<file path="config.mk">
export PLATFORM = sky130hd
export DESIGN_NAME = cart_irq_timer
export DESIGN_NICKNAME = d
export VERILOG_FILES = /design/src/rtl/cart_irq_pkg.sv /design/src/rtl/cirq_rst_sync.sv /design/src/rtl/cirq_edge_det.sv /design/src/rtl/cirq_tap_div.sv /design/src/rtl/cart_irq_timer.sv
export SDC_FILE = /design/constraint.sdc
export NUM_CORES = 1
export LEC_CHECK = 0
export BUFFER_PORTS_ARGS = -buffer_cell sky130_fd_sc_hd__buf_2
export CORE_MARGIN = 2
export CORE_UTILIZATION = 60
export DETAILED_ROUTE_END_ITERATION = 10
export GPL_TIMING_DRIVEN = 1
export PLACE_DENSITY = 0.84
export SLEW_MARGIN = 10
export SYNTH_ARGS = -nofsm -noshare
export SYNTH_HDL_FRONTEND = slang
export SYNTH_HIERARCHICAL = 1
export SYNTH_SLANG_ARGS = --single-unit
</file>
<file path="constraint.sdc">
create_clock -name clk -period 2 [get_ports clk]
set_input_delay 0.4 -clock clk [delete_from_list [all_inputs] [get_ports clk]]
set_output_delay 0.4 -clock clk [all_outputs]
set_load 0.05 [all_outputs]
</file>
<file path="src/rtl/cart_irq_pkg.sv">
package cart_irq_pkg;
  localparam int unsigned NUM_TAPS = 3;
  typedef logic [NUM_TAPS-1:0] tap_vec_t;
endpackage

</file>
<file path="src/rtl/cirq_rst_sync.sv">
module cirq_rst_sync (
  input  logic clk,
  input  logic rst_n,
  output logic rst_sync_n
);
  logic [1:0] sync_q;
  logic [1:0] sync_d;

  always_comb sync_d = {sync_q[0], 1'b1};

  always_ff @(posedge clk or negedge rst_n) begin
    if (!rst_n) sync_q <= 2'b00;
    else        sync_q <= sync_d;
  end

  assign rst_sync_n = sync_q[1];
endmodule

</file>
<file path="src/rtl/cirq_edge_det.sv">
module cirq_edge_det (
  input  logic clk,
  input  logic rst_n,
  input  logic lvl,
  output logic fall
);
  logic lvl_q;

  always_ff @(posedge clk or negedge rst_n) begin
    if (!rst_n) lvl_q <= 1'b0;
    else        lvl_q <= lvl;
  end

  assign fall = lvl_q & ~lvl;
endmodule

</file>
<file path="src/rtl/cirq_tap_div.sv">
module cirq_tap_div #(
  parameter int unsigned PERIOD = 1280
) (
  input  logic clk,
  input  logic rst_n,
  input  logic clr,
  input  logic en,
  output logic tap
);
  localparam int unsigned HALF = PERIOD / 2;
  localparam int unsigned CW   = (HALF > 1) ? $clog2(HALF) : 1;
  localparam logic [CW-1:0] LAST = CW'(HALF - 1);

  logic [CW-1:0] cnt_q, cnt_d;
  logic          tap_q, tap_d;

  always_comb begin
    cnt_d = cnt_q;
    tap_d = tap_q;
    if (clr) begin
      cnt_d = '0;
      tap_d = 1'b0;
    end else if (en) begin
      if (cnt_q == LAST) begin
        cnt_d = '0;
        tap_d = ~tap_q;
      end else begin
        cnt_d = cnt_q + 1'b1;
      end
    end
  end

  always_ff @(posedge clk or negedge rst_n) begin
    if (!rst_n) begin
      cnt_q <= '0;
      tap_q <= 1'b0;
    end else begin
      cnt_q <= cnt_d;
      tap_q <= tap_d;
    end
  end

  assign tap = tap_q;


  cnt_in_range_chk: assert property (@(posedge clk) disable iff (!rst_n)
    cnt_q <= LAST);


  tap_idle_stable_chk: assert property (@(posedge clk) disable iff (!rst_n)
    (!en && !clr) |=> $stable(tap_q));
endmodule

</file>
<file path="src/rtl/cart_irq_timer.sv">
module cart_irq_timer #(
  parameter int unsigned TAP_PERIOD [cart_irq_pkg::NUM_TAPS] = '{1280, 5120, 40960}
) (
  input  logic clk,
  input  logic rst_n,
  input  logic m2,
  input  logic wr_en,
  input  logic wr_bit,
  output logic irq_n
);
  import cart_irq_pkg::*;

  logic     rst_sync_n;
  logic     m2_fall;
  logic     hold_q, hold_d;
  logic     div_clr, div_en;
  tap_vec_t taps;

  cirq_rst_sync u_rst (
    .clk        (clk),
    .rst_n      (rst_n),
    .rst_sync_n (rst_sync_n)
  );

  cirq_edge_det u_edge (
    .clk   (clk),
    .rst_n (rst_sync_n),
    .lvl   (m2),
    .fall  (m2_fall)
  );

  always_comb begin
    hold_d  = wr_en ? wr_bit : hold_q;
    div_clr = hold_d;
    div_en  = ~hold_d & m2_fall;
  end

  always_ff @(posedge clk or negedge rst_sync_n) begin
    if (!rst_sync_n) hold_q <= 1'b1;
    else             hold_q <= hold_d;
  end

  for (genvar i = 0; i < NUM_TAPS; i++) begin : g_tap
    cirq_tap_div #(.PERIOD(TAP_PERIOD[i])) u_div (
      .clk   (clk),
      .rst_n (rst_sync_n),
      .clr   (div_clr),
      .en    (div_en),
      .tap   (taps[i])
    );
  end

  assign irq_n = ~(&taps);


  held_irq_high_chk: assert property (@(posedge clk) disable iff (!rst_sync_n)
    hold_q |-> irq_n);


  set_releases_irq_chk: assert property (@(posedge clk) disable iff (!rst_sync_n)
    (wr_en && wr_bit) |=> irq_n);


  irq_needs_edge_chk: assert property (@(posedge clk) disable iff (!rst_sync_n)
    $fell(irq_n) |-> $past(m2_fall));


  no_strobe_hold_chk: assert property (@(posedge clk) disable iff (!rst_sync_n)
    !wr_en |=> $stable(hold_q));
endmodule

</file>
==> flow_summary.yaml, run 1 <==
drt:
  postRouteAntennaNets: 0
  drcViolationCount: 0
  vias: 1521
  firstDrtPassIters: 4
  viasPerCell: 5.37
  drt-total-wl_um: 3690
  first_iter_violations: 114
  wire_per_inst_um: 13.0
synth:
  seq_area_frac_synth: 0.508
  synth.area.top_cells: "dfrtp_1 50%, xnor2_1 7.7%, nor2_1 5.7%"
  syn_area_um2: 2170
  synth_nets: 223
  synth_cell_types: 44
  yosys_warnings: 6
  yosysTopAreaCellShare: 0.496
  synth_edf_count: 0
  synth-seq-cells: 44
  synth_top_area_cell: "dfrtp_1"
  synth-main-ff-cell: "dfrtp_1"
  syn_area_per_cell_um2: 10.1
  async_flop_share: 1.00
  syn_inst: 215
worst_setup_path:
  reg2regPathDepth: 4
  path_max_fanout: 7
  r2r_slack_ns: 0.19
  path_class: "flop to flop"
  endpoint: "g_tap[2].u_div/tap"
  end_kind: "flop"
  rr_startpoint: "g_tap[2].u_div/cnt_q[5]"
  startpoint_type: "flop"
  critPathRequiredTime_ns: 2.28
  critical_path.startpoint: "g_tap[2].u_div/cnt_q[5]"
  worstPathArrival_ns: 2.09
  r2r_end: "g_tap[2].u_div/tap"
placement:
  dpl_cell_area_um2: 2340
  portBuffers: 5
  hpwl_um: 2640
  place.gp.congestion: 0.841
timing:
  fin_crit_ns: 1.81
  hold_viol_final: 0
  fmax_mhz: 553
  fin_skew_ns: 0.00753
  min_period_over_period: 0.905
  finalMaxSlewViolations: 0
  holdWs_ns: 0.175
  setup_viol: 0
  finalSetupTns_ns: 0
  rsz0062_at_grt: "false"
layout:
  design_area_um2: 2440
  regArea_um2: 1100
  areaGrowthSynthToFinish_pct: 12.6
  finalNetCount: 244
  insertedDiodeCount: 0
  drive_gt1_frac: 0.165
  final_common_cell: "dfrtp_1"
  final.fill_count: 258
  layout_common_cells: "42 x dfrtp_1, 33 x nor2_1, 19 x xnor2_1"
  multiInputGateArea_um2: 1030
die:
  die_w_um: 64.2
  num_rows: 21
  core_um2: 3420
  dieArea_um2: 4120
  ios: 6
  start_util: 0.636
  die_y_um: 64.2
clocking:
  cts.clk_slew.worst_paths_ns: 0.13
  post_cts_buffers: 0
  htree_levels: 2
  cts-buffers-inserted: 5
  cts_tree: "yes"
  ctsResizeCount: 0
  cts_sinks: 44
  cts-root-buf: "clkbuf_4"
  holdBufCountCts: 1
  clk_path_buf_depth: 2
  insertion_delay_ns: 0.36
run:
  maxCapViolCount: 0
global_routing:
  antenna_found_initial: 0
  grt_pass1_vias: 1509
  grt_max_degree: 29
  grt_remaining_overflow: 0
  grt_first_pass_wirelength_um: 6780
  gr-usage-all-layers: 0.214
worst_hold_path:
  hold_class: "flop to asynchronous set/reset pin"
power:
  p_leak_nw: 1.01
  vdd.ir_drop.worst_uv: 509
  cellPowerDensity_nw_per_um2: 657
run_status:
  status: "finished, final reports clean"
==> synth_stat cells (2+ instances only) <==
master and n:
nand2_1 15, o21ai_0 4, nor3_1 7, nand2b_1 3
ha_1 3, nor2_1 33, nand3_1 9, buf_2 2
nand4_1 3, a21oi_1 11, or4_4 2, dfrtp_1 43
or3_1 3, nand3b_1 4, o211ai_1 2, nor4_1 6
o2111ai_1 3, clkbuf_1 2, inv_1 7, xor2_1 10
xnor2_1 19, nand4_2 2
==> worst min-delay path by stage <==
stage | slack [ns] | depth (start not counted) | end | startpoint
after global routing | 0.17 | 1 | u_edge/lvl_q | m2
final | 0.18 | 0 | g_tap[1].u_div/cnt_q[5] | u_rst/sync_q[1]
after detailed placement | 0.19 | 0 | g_tap[1].u_div/cnt_q[4] | u_rst/sync_q[1]
after global placement | 0.18 | 0 | g_tap[1].u_div/cnt_q[2] | u_rst/sync_q[1]
after floorplan | 0.10 | 0 | u_rst/sync_q[0] | rst_n
after CTS | 0.17 | 1 | u_edge/lvl_q | m2
==> power by group <==
group          internal (mW)  switching, mW
Clock                  0.300          0.288
Combinational         0.0437         0.0612
Sequential             0.902         0.0132
==> per-layer routing <==
layer / track usage / vias to the layer above / part of all wire
li1: - / 785 / -
met1: 0.295 / 712 / 0.50
met4: 0.0878 / 0 / 0.017
met2: 0.333 / 16 / 0.46
met3: 0.0423 / 8 / 0.022
met5: 0 / - / 0
==> cells by family (layout without fill, tap and decap cells) <==
logic type | count (synthesis) | count (layout) | share of synthesized area
fa+ha+maj | 3 | 3 | 0.0173
buf+inv | 11 | 33 | 0.0202
mux | 1 | 1 | 0.00691
xor+xnor | 29 | 29 | 0.117
flops | 44 | 44 | 0.508
simple gates | 101 | 101 | 0.256
other cells | 1 | 1 | 0.00173
compound gates | 25 | 25 | 0.0726
==> stage by stage <==
stage	power (mW)	utilization	cells	worst slack [ns]
finish	1.61	0.716	283	0.190
global route	1.68	0.716	283	0.0649
CTS	1.63	0.716	283	0.188
detailed placement	1.04	0.686	274	0.0679
global placement	1.04	0.686	274	0.101
floorplan	0.992	-	215	0.0422
==> state kept, by name (all words and copies together) (netlist names) <==
register and count:
hold_q 1, g_tap.u_div/cnt_q 37, g_tap.u_div/tap 3, u_rst/sync_q 2, u_edge/lvl_q 1
==> worst max-delay path, cell delays in order, from the launching register on <==
cell	delay, ns
dfrtp_1	0.43
nand4_2	0.21
or4_4	0.60
or3_1	0.33
a21oi_1	0.17
==> area by class of cell <==
type	instances	area share
clock buffer	6	0.0210
clock inverter	2	0.0159
inverter	7	0.0107
multi-input combinational	160	0.421
sequential	44	0.451
tap	46	0.0235
timing repair buffer	18	0.0563
(Power assumes the default switching activity.)
==> run 2: changes to the inputs <==
--- a/config.mk
+++ b/config.mk
@@ -7,10 +7,10 @@
 export LEC_CHECK = 0
 export BUFFER_PORTS_ARGS = -buffer_cell sky130_fd_sc_hd__buf_2
 export CORE_MARGIN = 2
-export CORE_UTILIZATION = 60
+export CORE_UTILIZATION = 55
 export DETAILED_ROUTE_END_ITERATION = 10
 export GPL_TIMING_DRIVEN = 1
-export PLACE_DENSITY = 0.84
+export PLACE_DENSITY = 0.79
 export SLEW_MARGIN = 10
 export SYNTH_ARGS = -nofsm -noshare
 export SYNTH_HDL_FRONTEND = slang
==> run 2 against run 1 <==
Design area rose by 0.20%; core utilization fell by 5.6 points; register-to-register slack got worse by 0.03 ns; non-clock buffer count fell by 1; wire length rose by 6.4%; via count rose by 3.4%; critical path depth rose by 1.
==> flow_summary.yaml, run 2 (synthesis gave the netlist of run 1 again) <==
die:
  core_um2: 3720
  die_y_um: 66.8
  start_util: 0.584
  die_w_um: 66.8
  dieArea_um2: 4470
  ios: 6
  num_rows: 22
clocking:
  holdBufCountCts: 1
  clk_path_buf_depth: 2
  cts-root-buf: "clkbuf_8"
  cts-buffers-inserted: 5
  htree_levels: 2
  cts_sinks: 44
  cts.clk_slew.worst_paths_ns: 0.08
  post_cts_buffers: 0
  ctsResizeCount: 0
  cts_tree: "yes"
  insertion_delay_ns: 0.29
timing:
  hold_viol_final: 0
  fin_crit_ns: 1.84
  tightestPinTransition_ns: 0.549
  finalSetupTns_ns: 0
  fmax_mhz: 545
  max_slew_margin: 0.634
  min_period_over_period: 0.918
  rsz0062_at_grt: "false"
  finalMaxSlewViolations: 0
  fin_skew_ns: 0.00533
  setup_viol: 0
drt:
  firstDrtPassIters: 4
  vias: 1573
  postRouteAntennaNets: 0
  first_iter_violations: 119
  drt-total-wl_um: 3920
  wire_per_inst_um: 13.8
  drcViolationCount: 0
  viasPerCell: 5.54
worst_setup_path:
  r2r_end: "g_tap[2].u_div/cnt_q[13]"
  path_max_fanout: 27
  crit_chain: "mux2_4, buf_12, o211ai_1, or4_1, a21oi_1"
  end_kind: "flop"
  path_class: "flop to flop"
  critPathRequiredTime_ns: 2.22
  worstPathArrival_ns: 2.05
  rr_startpoint: "hold_q"
  r2r_slack_ns: 0.16
  slowest_delay_ns: 0.53
  reg2regPathDepth: 5
  slowest_stage: "dfstp_2"
  startpoint_type: "flop"
worst_hold_path:
  hold_class: "input pin to flop"
  min_path_cells: 1
  hp-start: "m2"
  hold_end: "u_edge/lvl_q"
global_routing:
  grt_pass1_vias: 1521
  grt_first_pass_wirelength_um: 6830
  grt_remaining_overflow: 0
  gr-usage-all-layers: 0.210
  antenna_found_initial: 0
  grt_max_degree: 28
power:
  total_power_mw: 1.61
  power_frac_clock: 0.368
  cellPowerDensity_nw_per_um2: 659
  p_int_mw: 1.26
  combPwrFrac: 0.063
  vdd.ir_drop.worst_uv: 446
  p_switching_mw: 0.357
  p_leak_nw: 1.01
  switching_share: 0.221
  power_frac_seq: 0.569
layout:
  finalNetCount: 243
  postLayoutCoreUtil: 0.659
  drive_gt1_frac: 0.157
  areaGrowthSynthToFinish_pct: 12.9
  insertedDiodeCount: 0
  final_common_cell: "dfrtp_1"
  largest-register: "g_tap.u_div/cnt_q"
  layout_common_cells: "42 x dfrtp_1, 33 x nor2_1, 19 x xnor2_1"
  largest_register_ffs: 37
placement:
  hpwl_um: 2700
  place.gp.congestion: 0.803
  portBuffers: 5
run:
  maxCapViolCount: 0
run_status:
  status: "finished, final reports clean"
-- run 2: worst max path at each step --
stage,startpoint,endpoint,slack [ns]
after detailed placement,wr_en,g_tap[2].u_div/cnt_q[13],-0.01
after global routing,hold_q,g_tap[1].u_div/cnt_q[6],0.07
after floorplan,wr_en,g_tap[1].u_div/cnt_q[11],0.04
after global placement,wr_en,g_tap[1].u_div/cnt_q[5],0.01
after CTS,hold_q,g_tap[1].u_div/cnt_q[6],0.16
final,hold_q,g_tap[2].u_div/cnt_q[13],0.16
-- run 2: routing by layer --
layer  up-vias  track usage  part of all wire  wire, µm
met4         0       0.0765             0.013        51
met3         5       0.0507             0.035       139
met2        25        0.331              0.48      1860
met5         -            0                 0         0
met1       762        0.283              0.48      1870
li1        781            -                 -         -
-- run 2: power by group through the flow --
stage / Sequential (mW) / Combinational [mW] / Clock [mW]
after global routing: 0.922 / 0.114 / 0.661
after global placement: 0.936 / 0.0987 / 0
final: 0.918 / 0.102 / 0.594
after floorplan: 0.936 / 0.0559 / 0
after CTS: 0.919 / 0.103 / 0.626
after detailed placement: 0.937 / 0.101 / 0
-- run 2: metrics by stage --
| step | cells | cell area, µm² | hold WS (ns) | setup WS [ns] |
|---|---|---|---|---|
| 2_1_floorplan | 215 | 2180 | 0.104 | 0.0422 |
| 3_3_place_gp | 275 | 2340 | 0.186 | 0.0142 |
| 3_5_place_dp | 275 | 2340 | 0.189 | -0.0106 |
| 4_1_cts | 284 | 2450 | 0.236 | 0.162 |
| 5_1_grt | 284 | 2450 | 0.239 | 0.0719 |
| 6_report | 284 | 2450 | 0.250 | 0.165 |
-- run 2: final cells by class --
class | instances | area (µm²)
fill | 310 | 1270
inverter | 7 | 26.3
tap | 48 | 60.1
multi-input combinational | 160 | 1030
clock buffer | 8 | 100
sequential | 44 | 1100
timing repair buffer | 17 | 130
-- run 2: worst max-delay path: cells and delay by family (launching register included) --
family / cells / cell delay, ns
muxes: 1 / 0.18
DFF: 1 / 0.53
and+or+nand+nor: 1 / 0.53
buffers and inverters: 1 / 0.17
AOI/OAI and AO/OA: 2 / 0.36
